File: config.mk
export PLATFORM = sky130hd
export DESIGN_NAME = payload_unscrambler
export DESIGN_NICKNAME = d
export VERILOG_FILES = /design/src/rtl/spn_dec_pkg.sv /design/src/rtl/spn_dec_keystep.sv /design/src/rtl/spn_dec_invlayer.sv /design/src/rtl/spn_dec_fsm.sv /design/src/rtl/payload_unscrambler.sv
export SDC_FILE = /design/constraint.sdc
export NUM_CORES = 1
export LEC_CHECK = 0
export ABC_AREA = 1
export BUFFER_PORTS_ARGS = -buffer_cell sky130_fd_sc_hd__buf_2
export CAP_MARGIN = 25
export CELL_PAD_IN_SITES_DETAIL_PLACEMENT = 0
export CELL_PAD_IN_SITES_GLOBAL_PLACEMENT = 1
export CORE_UTILIZATION = 38
export CTS_CLUSTER_DIAMETER = 100
export DETAILED_ROUTE_END_ITERATION = 8
export PLACE_DENSITY_LB_ADDON = 0.1
export SYNTH_ARGS = -nofsm -noshare
export SYNTH_HDL_FRONTEND = slang
export SYNTH_SLANG_ARGS = --single-unit
File: constraint.sdc
create_clock -name clk -period 1.9 [get_ports clk]
set_clock_uncertainty 0.05 [all_clocks]
set_input_delay 0.38 -clock clk [delete_from_list [all_inputs] [get_ports clk]]
set_output_delay 0.38 -clock clk [all_outputs]
set_load 0.02 [all_outputs]
File: src/rtl/spn_dec_pkg.sv
package spn_dec_pkg;

    localparam int NIB_W = 4;

    typedef enum logic [2:0] {
        ST_IDLE,
        ST_KEY1,
        ST_KEY2,
        ST_WHITEN,
        ST_RND_B,
        ST_RND_A,
        ST_HOLD
    } dec_state_e;

    function automatic logic [NIB_W-1:0] sbox_fwd(input logic [NIB_W-1:0] x);
        logic [NIB_W-1:0] y;
        unique case (x)
            4'h0: y = 4'hC;  4'h1: y = 4'h5;  4'h2: y = 4'h6;  4'h3: y = 4'hB;
            4'h4: y = 4'h9;  4'h5: y = 4'h0;  4'h6: y = 4'hA;  4'h7: y = 4'hD;
            4'h8: y = 4'h3;  4'h9: y = 4'hE;  4'hA: y = 4'hF;  4'hB: y = 4'h8;
            4'hC: y = 4'h4;  4'hD: y = 4'h7;  4'hE: y = 4'h1;  default: y = 4'h2;
        endcase
        return y;
    endfunction

    function automatic logic [NIB_W-1:0] sbox_inv(input logic [NIB_W-1:0] x);
        logic [NIB_W-1:0] y;
        unique case (x)
            4'h0: y = 4'h5;  4'h1: y = 4'hE;  4'h2: y = 4'hF;  4'h3: y = 4'h8;
            4'h4: y = 4'hC;  4'h5: y = 4'h1;  4'h6: y = 4'h2;  4'h7: y = 4'hD;
            4'h8: y = 4'hB;  4'h9: y = 4'h4;  4'hA: y = 4'h6;  4'hB: y = 4'h3;
            4'hC: y = 4'h0;  4'hD: y = 4'h7;  4'hE: y = 4'h9;  default: y = 4'hA;
        endcase
        return y;
    endfunction

endpackage

File: src/rtl/spn_dec_keystep.sv
module spn_dec_keystep
    import spn_dec_pkg::*;
#(
    parameter int KEY_W  = 80,
    parameter int ROT    = 61,
    parameter int CNT_LO = 15,
    parameter int CNT_W  = 5
) (
    input  logic [KEY_W-1:0] key_in,
    input  logic [CNT_W-1:0] upd_cnt,
    output logic [KEY_W-1:0] key_out
);
    logic [KEY_W-1:0] rotated;

    // rotate left by ROT
    assign rotated = {key_in[KEY_W-ROT-1:0], key_in[KEY_W-1:KEY_W-ROT]};

    always_comb begin
        key_out = rotated;
        key_out[KEY_W-1 -: NIB_W] = sbox_fwd(rotated[KEY_W-1 -: NIB_W]);
        key_out[CNT_LO+CNT_W-1:CNT_LO] = rotated[CNT_LO+CNT_W-1:CNT_LO] ^ upd_cnt;
    end
endmodule

File: src/rtl/spn_dec_invlayer.sv
module spn_dec_invlayer
    import spn_dec_pkg::*;
#(
    parameter int WORD_W = 64
) (
    input  logic [WORD_W-1:0] din,
    output logic [WORD_W-1:0] dout
);
    localparam int N_NIB  = WORD_W / NIB_W;
    localparam int STRIDE = WORD_W / NIB_W;

    logic [WORD_W-1:0] permuted;

    generate
        for (genvar i = 0; i < WORD_W - 1; i++) begin : g_perm
            assign permuted[i] = din[(i * STRIDE) % (WORD_W - 1)];
        end
        assign permuted[WORD_W-1] = din[WORD_W-1];

        for (genvar n = 0; n < N_NIB; n++) begin : g_sbox
            assign dout[n*NIB_W +: NIB_W] = sbox_inv(permuted[n*NIB_W +: NIB_W]);
        end
    endgenerate
endmodule

File: src/rtl/spn_dec_fsm.sv
module spn_dec_fsm
    import spn_dec_pkg::*;
#(
    parameter int CNT_W = 5
) (
    input  logic             clk,
    input  logic             rst_n,
    input  logic             in_valid,
    input  logic             in_bypass,
    input  logic             out_ready,
    output logic             in_ready,
    output logic             out_valid,
    output logic             load,
    output logic             key_step,
    output logic             key_second,
    output logic [CNT_W-1:0] upd_cnt,
    output logic             whiten,
    output logic             round_en,
    output logic             round_last
);
    dec_state_e state, state_nx;

    always_ff @(posedge clk or negedge rst_n) begin
        if (!rst_n) state <= ST_IDLE;
        else        state <= state_nx;
    end

    always_comb begin
        state_nx = state;
        unique case (state)
            ST_IDLE:   if (in_valid) state_nx = in_bypass ? ST_HOLD : ST_KEY1;
            ST_KEY1:   state_nx = ST_KEY2;
            ST_KEY2:   state_nx = ST_WHITEN;
            ST_WHITEN: state_nx = ST_RND_B;
            ST_RND_B:  state_nx = ST_RND_A;
            ST_RND_A:  state_nx = ST_HOLD;
            ST_HOLD:   if (out_ready) state_nx = ST_IDLE;
            default:   state_nx = ST_IDLE;
        endcase
    end

    always_comb begin
        in_ready   = 1'b0;
        out_valid  = 1'b0;
        load       = 1'b0;
        key_step   = 1'b0;
        key_second = 1'b0;
        upd_cnt    = '0;
        whiten     = 1'b0;
        round_en   = 1'b0;
        round_last = 1'b0;
        unique case (state)
            ST_IDLE: begin
                in_ready = 1'b1;
                load     = in_valid;
            end
            ST_KEY1: begin
                key_step = 1'b1;
                upd_cnt  = CNT_W'(1);
            end
            ST_KEY2: begin
                key_step   = 1'b1;
                key_second = 1'b1;
                upd_cnt    = CNT_W'(2);
            end
            ST_WHITEN: whiten = 1'b1;
            ST_RND_B:  round_en = 1'b1;
            ST_RND_A: begin
                round_en   = 1'b1;
                round_last = 1'b1;
            end
            ST_HOLD:   out_valid = 1'b1;
            default: ;
        endcase
    end

    AST_KEY_ORDER: assert property (@(posedge clk) disable iff (!rst_n)
        state == ST_KEY1 |=> state == ST_KEY2);

    AST_ROUND_ORDER: assert property (@(posedge clk) disable iff (!rst_n)
        state == ST_WHITEN |=> state == ST_RND_B);
endmodule

File: src/rtl/payload_unscrambler.sv
module payload_unscrambler
    import spn_dec_pkg::*;
#(
    parameter int WORD_W = 64,
    parameter int KEY_W  = 80,
    parameter int ROT    = 61,
    parameter int CNT_LO = 15,
    parameter int CNT_W  = 5
) (
    input  logic              clk,
    input  logic              rst_n,
    input  logic              in_valid,
    output logic              in_ready,
    input  logic [WORD_W-1:0] in_word,
    input  logic [KEY_W-1:0]  in_key,
    input  logic              in_bypass,
    output logic              out_valid,
    input  logic              out_ready,
    output logic [WORD_W-1:0] out_word
);
    localparam int RK_LO = KEY_W - WORD_W;

    logic             load, key_step, key_second, whiten, round_en, round_last;
    logic [CNT_W-1:0] upd_cnt;

    logic [KEY_W-1:0]  key_r, key_nx;
    logic [WORD_W-1:0] data_r, layer_out;
    logic [WORD_W-1:0] rk1_r, rk2_r, rk3_r;

    spn_dec_fsm #(.CNT_W(CNT_W)) u_fsm (
        .clk        (clk),
        .rst_n      (rst_n),
        .in_valid   (in_valid),
        .in_bypass  (in_bypass),
        .out_ready  (out_ready),
        .in_ready   (in_ready),
        .out_valid  (out_valid),
        .load       (load),
        .key_step   (key_step),
        .key_second (key_second),
        .upd_cnt    (upd_cnt),
        .whiten     (whiten),
        .round_en   (round_en),
        .round_last (round_last)
    );

    spn_dec_keystep #(.KEY_W(KEY_W), .ROT(ROT), .CNT_LO(CNT_LO), .CNT_W(CNT_W)) u_keystep (
        .key_in  (key_r),
        .upd_cnt (upd_cnt),
        .key_out (key_nx)
    );

    spn_dec_invlayer #(.WORD_W(WORD_W)) u_invlayer (
        .din  (data_r),
        .dout (layer_out)
    );

    always_ff @(posedge clk or negedge rst_n) begin
        if (!rst_n) begin
            key_r  <= '0;
            data_r <= '0;
            rk1_r  <= '0;
            rk2_r  <= '0;
            rk3_r  <= '0;
        end else begin
            if (load) begin
                key_r  <= in_key;
                data_r <= in_word;
                rk1_r  <= in_key[KEY_W-1:RK_LO];
            end
            if (key_step) begin
                key_r <= key_nx;
                if (key_second) rk3_r <= key_nx[KEY_W-1:RK_LO];
                else            rk2_r <= key_nx[KEY_W-1:RK_LO];
            end
            if (whiten)
                data_r <= data_r ^ rk3_r;
            if (round_en)
                data_r <= layer_out ^ (round_last ? rk1_r : rk2_r);
        end
    end

    assign out_word = data_r;

    AST_RESET_IDLE: assert property (@(posedge clk) $rose(rst_n) |-> in_ready && !out_valid);

    AST_NO_ACCEPT_BUSY: assert property (@(posedge clk) disable iff (!rst_n)
        out_valid |-> !in_ready);

    AST_BYPASS_PASS: assert property (@(posedge clk) disable iff (!rst_n)
        (in_valid && in_ready && in_bypass) |=> out_valid && out_word == $past(in_word));

    AST_HOLD_STABLE: assert property (@(posedge clk) disable iff (!rst_n)
        (out_valid && !out_ready) |=> out_valid && $stable(out_word));

    AST_RELEASE_IDLE: assert property (@(posedge clk) disable iff (!rst_n)
        (out_valid && out_ready) |=> in_ready);
endmodule

* Word level (Yosys, flattened, before mapping)
Memory sizes are Yosys's and may differ from the RTL's.
Cells that the tools add are included.
** Operators by class
- Muxes and demuxes :: 19
- Divide/modulo/power cells :: 0
- Add/subtract/negate cells :: 0
- Magnitude comparators :: 0
- Eq/ne operators :: 8
- $mul :: 0
- Shift operators :: 0
- Reduce and logical (&&, ||, !) cells :: 8
- Bitwise gates (word level) :: 4
** Operators by type and width (count)
- 64-bit 2-to-1 mux :: 4
- 80-bit 2-to-1 mux :: 2
- 64-bit bitwise XOR :: 2
- 3-bit case mux with 7 select lines :: 1
- 3-bit == test, second input constant :: 3
- 3-bit 2-to-1 mux :: 3
- 1-bit 2-to-1 mux :: 8
- 3-bit by 2-bit == test with 1-bit output, second input constant :: 2
- 2-bit AND reduction :: 3
- 5-bit by 2-bit bitwise XOR with 5-bit output :: 1
- 2-bit inequality test, second input constant :: 2
- 2-bit case mux with 2 select lines :: 1
- 2-bit OR reduction :: 2
- 3-bit by 1-bit == test with 1-bit output, second input constant :: 1
- 3-bit zero test :: 1
- 3-bit nonzero test :: 1
- 2-bit nonzero test :: 1
- 1-bit NOT :: 1
** Storage, ports and cells
- Bits in latches :: 0
- Output and inout port bits :: 66
- Bits of input ports :: 149
- Memory bits (writable) :: 0
- Memory bits (read-only) :: 1088
- Logic and storage cells :: 62
- Memories kept :: 17
- Bits in registers :: 339
** Memory list
- (name not given) :: words 16, bits a word 4, rd ports 1, clocked after memory_dff 0, write ports 0, RTL line spn_dec_pkg.sv:28 : unique case (x)
- (name not given) :: words 16, bits a word 4, rd ports 1, clocked after memory_dff 0, write ports 0, RTL line spn_dec_pkg.sv:28
- (name not given) :: words 16, bits a word 4, rd ports 1, clocked after memory_dff 0, write ports 0, RTL line spn_dec_pkg.sv:28
- (name not given) :: words 16, bits a word 4, rd ports 1, clocked after memory_dff 0, write ports 0, RTL line spn_dec_pkg.sv:28
- (name not given) :: words 16, bits a word 4, rd ports 1, clocked after memory_dff 0, write ports 0, RTL line spn_dec_pkg.sv:28
- (name not given) :: words 16, bits a word 4, rd ports 1, clocked after memory_dff 0, write ports 0, RTL line spn_dec_pkg.sv:28
- 11 more memories

* Longest topological paths before layout
- Depth in word-level cells :: 5
- Gate-level depth with buffers :: 10
- Depth with buffers taken out :: 10

* Hierarchy
Synthesis repeated with hierarchy kept, for this count alone.
** Unflattened totals
- Cell total of the unflattened synthesis :: 3356
- Area total of the unflattened synthesis :: 22685.5 um^2
** Modules (own cells, without submodules)
- payload_unscrambler :: cells an instance 2577, sequential area each 8408.1 um^2, area each 18203.7 um^2, instances 1
- spn_dec_invlayer :: cells an instance 619, sequential area each 0.0 um^2, area each 3415.8 um^2, instances 1
- spn_dec_keystep :: cells an instance 117, sequential area each 0.0 um^2, area each 793.3 um^2, instances 1
- spn_dec_fsm :: cells an instance 43, sequential area each 75.1 um^2, area each 272.8 um^2, instances 1

* Least setup slack after synthesis
No wires, ideal clock.
- Path kind :: reg2reg
- Start point :: register data_r[15], in the netlist out_word[15]
- End point :: register data_r[62], in the netlist out_word[62]
- Buffers on the path :: 0
- Cell stages (with the launch flop) :: 11
- Library setup time :: 0.121 ns
- Setup slack :: 0.196 ns
- Clock period less this slack :: 1.704 ns
- Arrival :: 1.533 ns
- Required time :: 1.729 ns
- Path through :: dfrtp_1 > inv_1 > ha_1 > inv_1 > nand2_1 > nand2_1 > nand2_1 > nand2_1 > nand2_1 > nand3_1 > a21oi_1
** On the way
- Longest elaborated chain between the ends :: 3
** RTL lines
- from (decl) :: RTL line payload_unscrambler.sv:27 : logic [WORD_W-1:0] data_r, layer_out;
- from (signal assigned) :: RTL line payload_unscrambler.sv:68 : data_r <= in_word;
- from (signal assigned) :: RTL line payload_unscrambler.sv:77 : data_r <= data_r ^ rk3_r;
- from (signal assigned) :: RTL line payload_unscrambler.sv:79 : data_r <= layer_out ^ (round_last ? rk1_r : rk2_r);
- memory 16 x 4 bit
- 64-bit bitwise XOR :: RTL line payload_unscrambler.sv:79
- 64-bit 2-to-1 mux :: RTL line payload_unscrambler.sv:78 : if (round_en)
No other way between the ends.
A chain may end at the register's enable or synchronous reset.

* Final worst setup path
- Start point :: register u_fsm.state[1]
- End point :: output out_valid
** On the way
- Longest elaborated chain between the ends :: 2
** RTL lines
- from (decl) :: RTL line spn_dec_fsm.sv:21 : dec_state_e state, state_nx;
- from (signal assigned) :: RTL line spn_dec_fsm.sv:25 : else state <= state_nx;
- 3-bit == test :: RTL line spn_dec_fsm.sv:52 : unique case (state)
- 1-bit 2-to-1 mux :: RTL line spn_dec_fsm.sv:52
- to (decl) :: RTL line payload_unscrambler.sv:17 : output logic out_valid,
No other way between the ends.

==> results.sh <==
export IMPL_nNetsFinal=3788
export IMPL_drcViolationCount=0
export IMPL_ios=215
export IMPL_antenna_cells=0
export IMPL_cts_sinks=339
export IMPL_relSlewSlack_pct=69.1
export IMPL_io_buffers=214
export IMPL_mostFrequentLayoutCells="1156 x nand2_1, 453 x inv_1, 316 x dfrtp_1"
export IMPL_status="complete, but fails checks"
export IMPL_ant_nets=0
export IMPL_grt_pass1_vias=20520
export IMPL_syn_nets=3447
export IMPL_cp_end_kind="output pin"
export IMPL_drt_iter0_drc=1880
export IMPL_drv_cap=0
export IMPL_fin_crit_ns=2.00
export IMPL_cts_tree="built"
export IMPL_tns_ns=-0.211
export IMPL_hpwl_um=65600
export IMPL_antenna_found_initial=0
export IMPL_die_height_um=241
export IMPL_slowest_delay_ns=0.43
export IMPL_ir_drop_uv=1260
export IMPL_ys_warn_count=0
export IMPL_grt_setup_unrepaired="true"
export IMPL_violations="negative setup slack"
export IMPL_cts_buffers=42
export IMPL_drv_slew=0
export IMPL_seq_area_frac_synth_pct=39.1
export IMPL_rows=87
export IMPL_path_class="reg2out"
export IMPL_synth_cell_types=28
export IMPL_htree_levels=2
export IMPL_grtUsageTotal_pct=30.3
export IMPL_areaGrowthSynthToFinish_pct=25.8
export IMPL_root_buffer="clkbuf_16"
export IMPL_power_density_nw_per_um2=2110
export IMPL_firstDrtPassIters=6
export IMPL_finalWirelength_um=89500
export IMPL_setup_ws_ns=-0.0991
export IMPL_pre_cts_ws_ns=-0.296
export IMPL_clk_latency_ns=0.58
export IMPL_fin_area_um2=27300
export IMPL_post_route_period_util_pct=105
export IMPL_path_cells="inv_2, nor2_4, inv_2, nor2_4, buf_6"
export IMPL_gr_total_overflow=0
export IMPL_layout_commonest_cell="nand2_1"
export IMPL_clkTransAtPathRegs_ns=0.06
export IMPL_clk_path_buf_depth=3
export IMPL_place_gp_congestion=0.889
export IMPL_setup_viol_count_final=4
export IMPL_hp_class="in2reg"
export IMPL_critical_path_top_delay_family="flip-flops"
export IMPL_dpl_cell_area_um2=24900
export IMPL_grt_max_degree=71
export IMPL_via_per_inst=5.05
export IMPL_initial_core_util_pct=38.4
export IMPL_path_buf_inv=3
export IMPL_cpMaxStageDelayCell="dfrtp_1"
export IMPL_cp_data_required_time_ns=1.47
export IMPL_fmaxAchievable_ghz=0.500
export IMPL_syn_avg_cell_area_um2=6.80
export IMPL_dieArea_um2=58000
export IMPL_synthCells=3187
export IMPL_worstPathMaxFanout=3
export IMPL_vias=21801
export IMPL_arrival_ns=1.57
export IMPL_p_leak_nw=15.0
export IMPL_coreArea_um2=56400
export IMPL_routedWlPerCell_um=20.7
export IMPL_startpoint_type="flip-flop"
export IMPL_tightest_slew_ns=0.463
export IMPL_hold_viol_final=0
export IMPL_syn_area_um2=21700
export IMPL_grt_pass1_wl_um=130000
export IMPL_synth_seq_cells=339
export IMPL_final_layout_size_suffix_gt1_share_pct=16.8
export IMPL_fp_dieW_um=241
[per-stage QoR]
step	cells	hold WS [ns]	power [W]	util, %
after floorplan	3187	0.0344	0.0337	-
after global placement	4183	0.205	0.0463	44.2
after detailed placement	4183	0.205	0.0467	44.2
after CTS	4296	0.000179	0.0564	47.6
after global routing	4317	0.00666	0.0622	48.4
final	4317	0.0144	0.0576	48.4
[registers in the layout (all words and copies together), names as in the netlist]
| signal | flops |
|---|---|
| rk3_r | 64 |
| rk1_r | 64 |
| rk2_r | 64 |
| out_word | 64 |
| key_r | 80 |
| u_fsm.state | 3 |
[worst reg2reg max path, cell delays in order (launching register included)]
cell,delay (ns)
dfrtp_1,0.43
inv_2,0.11
buf_4,0.13
nand3_4,0.13
nand2_4,0.13
buf_4,0.20
buf_16,0.21
nand3_1,0.17
a21oi_4,0.25
[cells in the mapped netlist (all sizes together)]
cell type  number  share of area [%]
o21ai         259                6.0
o221ai          1              0.040
xnor2          64                2.6
a22oi           1              0.058
nand3         263                6.1
a31oi           1              0.029
clkbuf         87                1.5
o211ai         72                2.5
nor2          193                3.4
a21oi          85                2.0
nor3            2              0.046
nand2        1165                 20
o22ai           7               0.20
inv           465                8.1
ha            111                6.4
nand4           1              0.029
dfrtp         339                 39
o21a            1              0.035
buf            68                1.7
or2             2              0.058
[power by group]
part           switching, W  internal (W)  total [W]
sequential          0.00302        0.0109     0.0139
clock               0.00345       0.00496    0.00841
combinational        0.0224        0.0129     0.0353
[path summary, 6_finish.rpt]
path / endpoint / from / slack (ns) / cells after the start
setup / recovery: out_valid / u_fsm.state[1] / -0.1 / 5
min in group asynchronous: out_word[62] / rst_n / 0.18 / 2
hold reg to reg: rk2_r[46] / rk2_r[46] / 0.43 / 2
max in group asynchronous: out_word[45] / rst_n / 0.82 / 3
setup reg to reg: out_word[12] / u_fsm.state[1] / -0.01 / 8
hold / removal: rk1_r[61] / in_key[77] / 0.01 / 3
[area by class of cell]
| cell class | count | area [um2] |
|---|---|---|
| tap | 756 | 946 |
| multi-input combinational | 2228 | 11000 |
| clock buffer | 58 | 1230 |
| timing repair buffer | 452 | 3620 |
| sequential | 339 | 8510 |
| clock inverter | 19 | 198 |
| fill | 5816 | 29100 |
| inverter | 465 | 1760 |
[timing repair]
| action | in CTS | in global routing |
|---|---|---|
| buffers inserted | 19 | 19 |
| gates resized for setup | 46 | 67 |
| hold buffers | 15 | 0 |
| pin swaps | 3 | 20 |
| endpoints found under the setup margin | 31 | 152 |
| gates cloned | 2 | 7 |
| hold endpoints to repair | 234 | 0 |
[routing by layer]
metal / wire, um / GRT usage [%]
met2: 41700 / 49.7
met4: 1690 / 6.35
met3: 5060 / 3.57
met5: 0 / 0
met1: 41000 / 43.0
[cells by family after synthesis]
group,after synthesis,synth area share (%)
simple gates,1626,29.9
buf+inv,620,11.2
compound gates,427,10.8
flops,339,39.1
fa+ha+maj,111,6.41
xor+xnor,64,2.59
(Power assumes the default switching activity.)
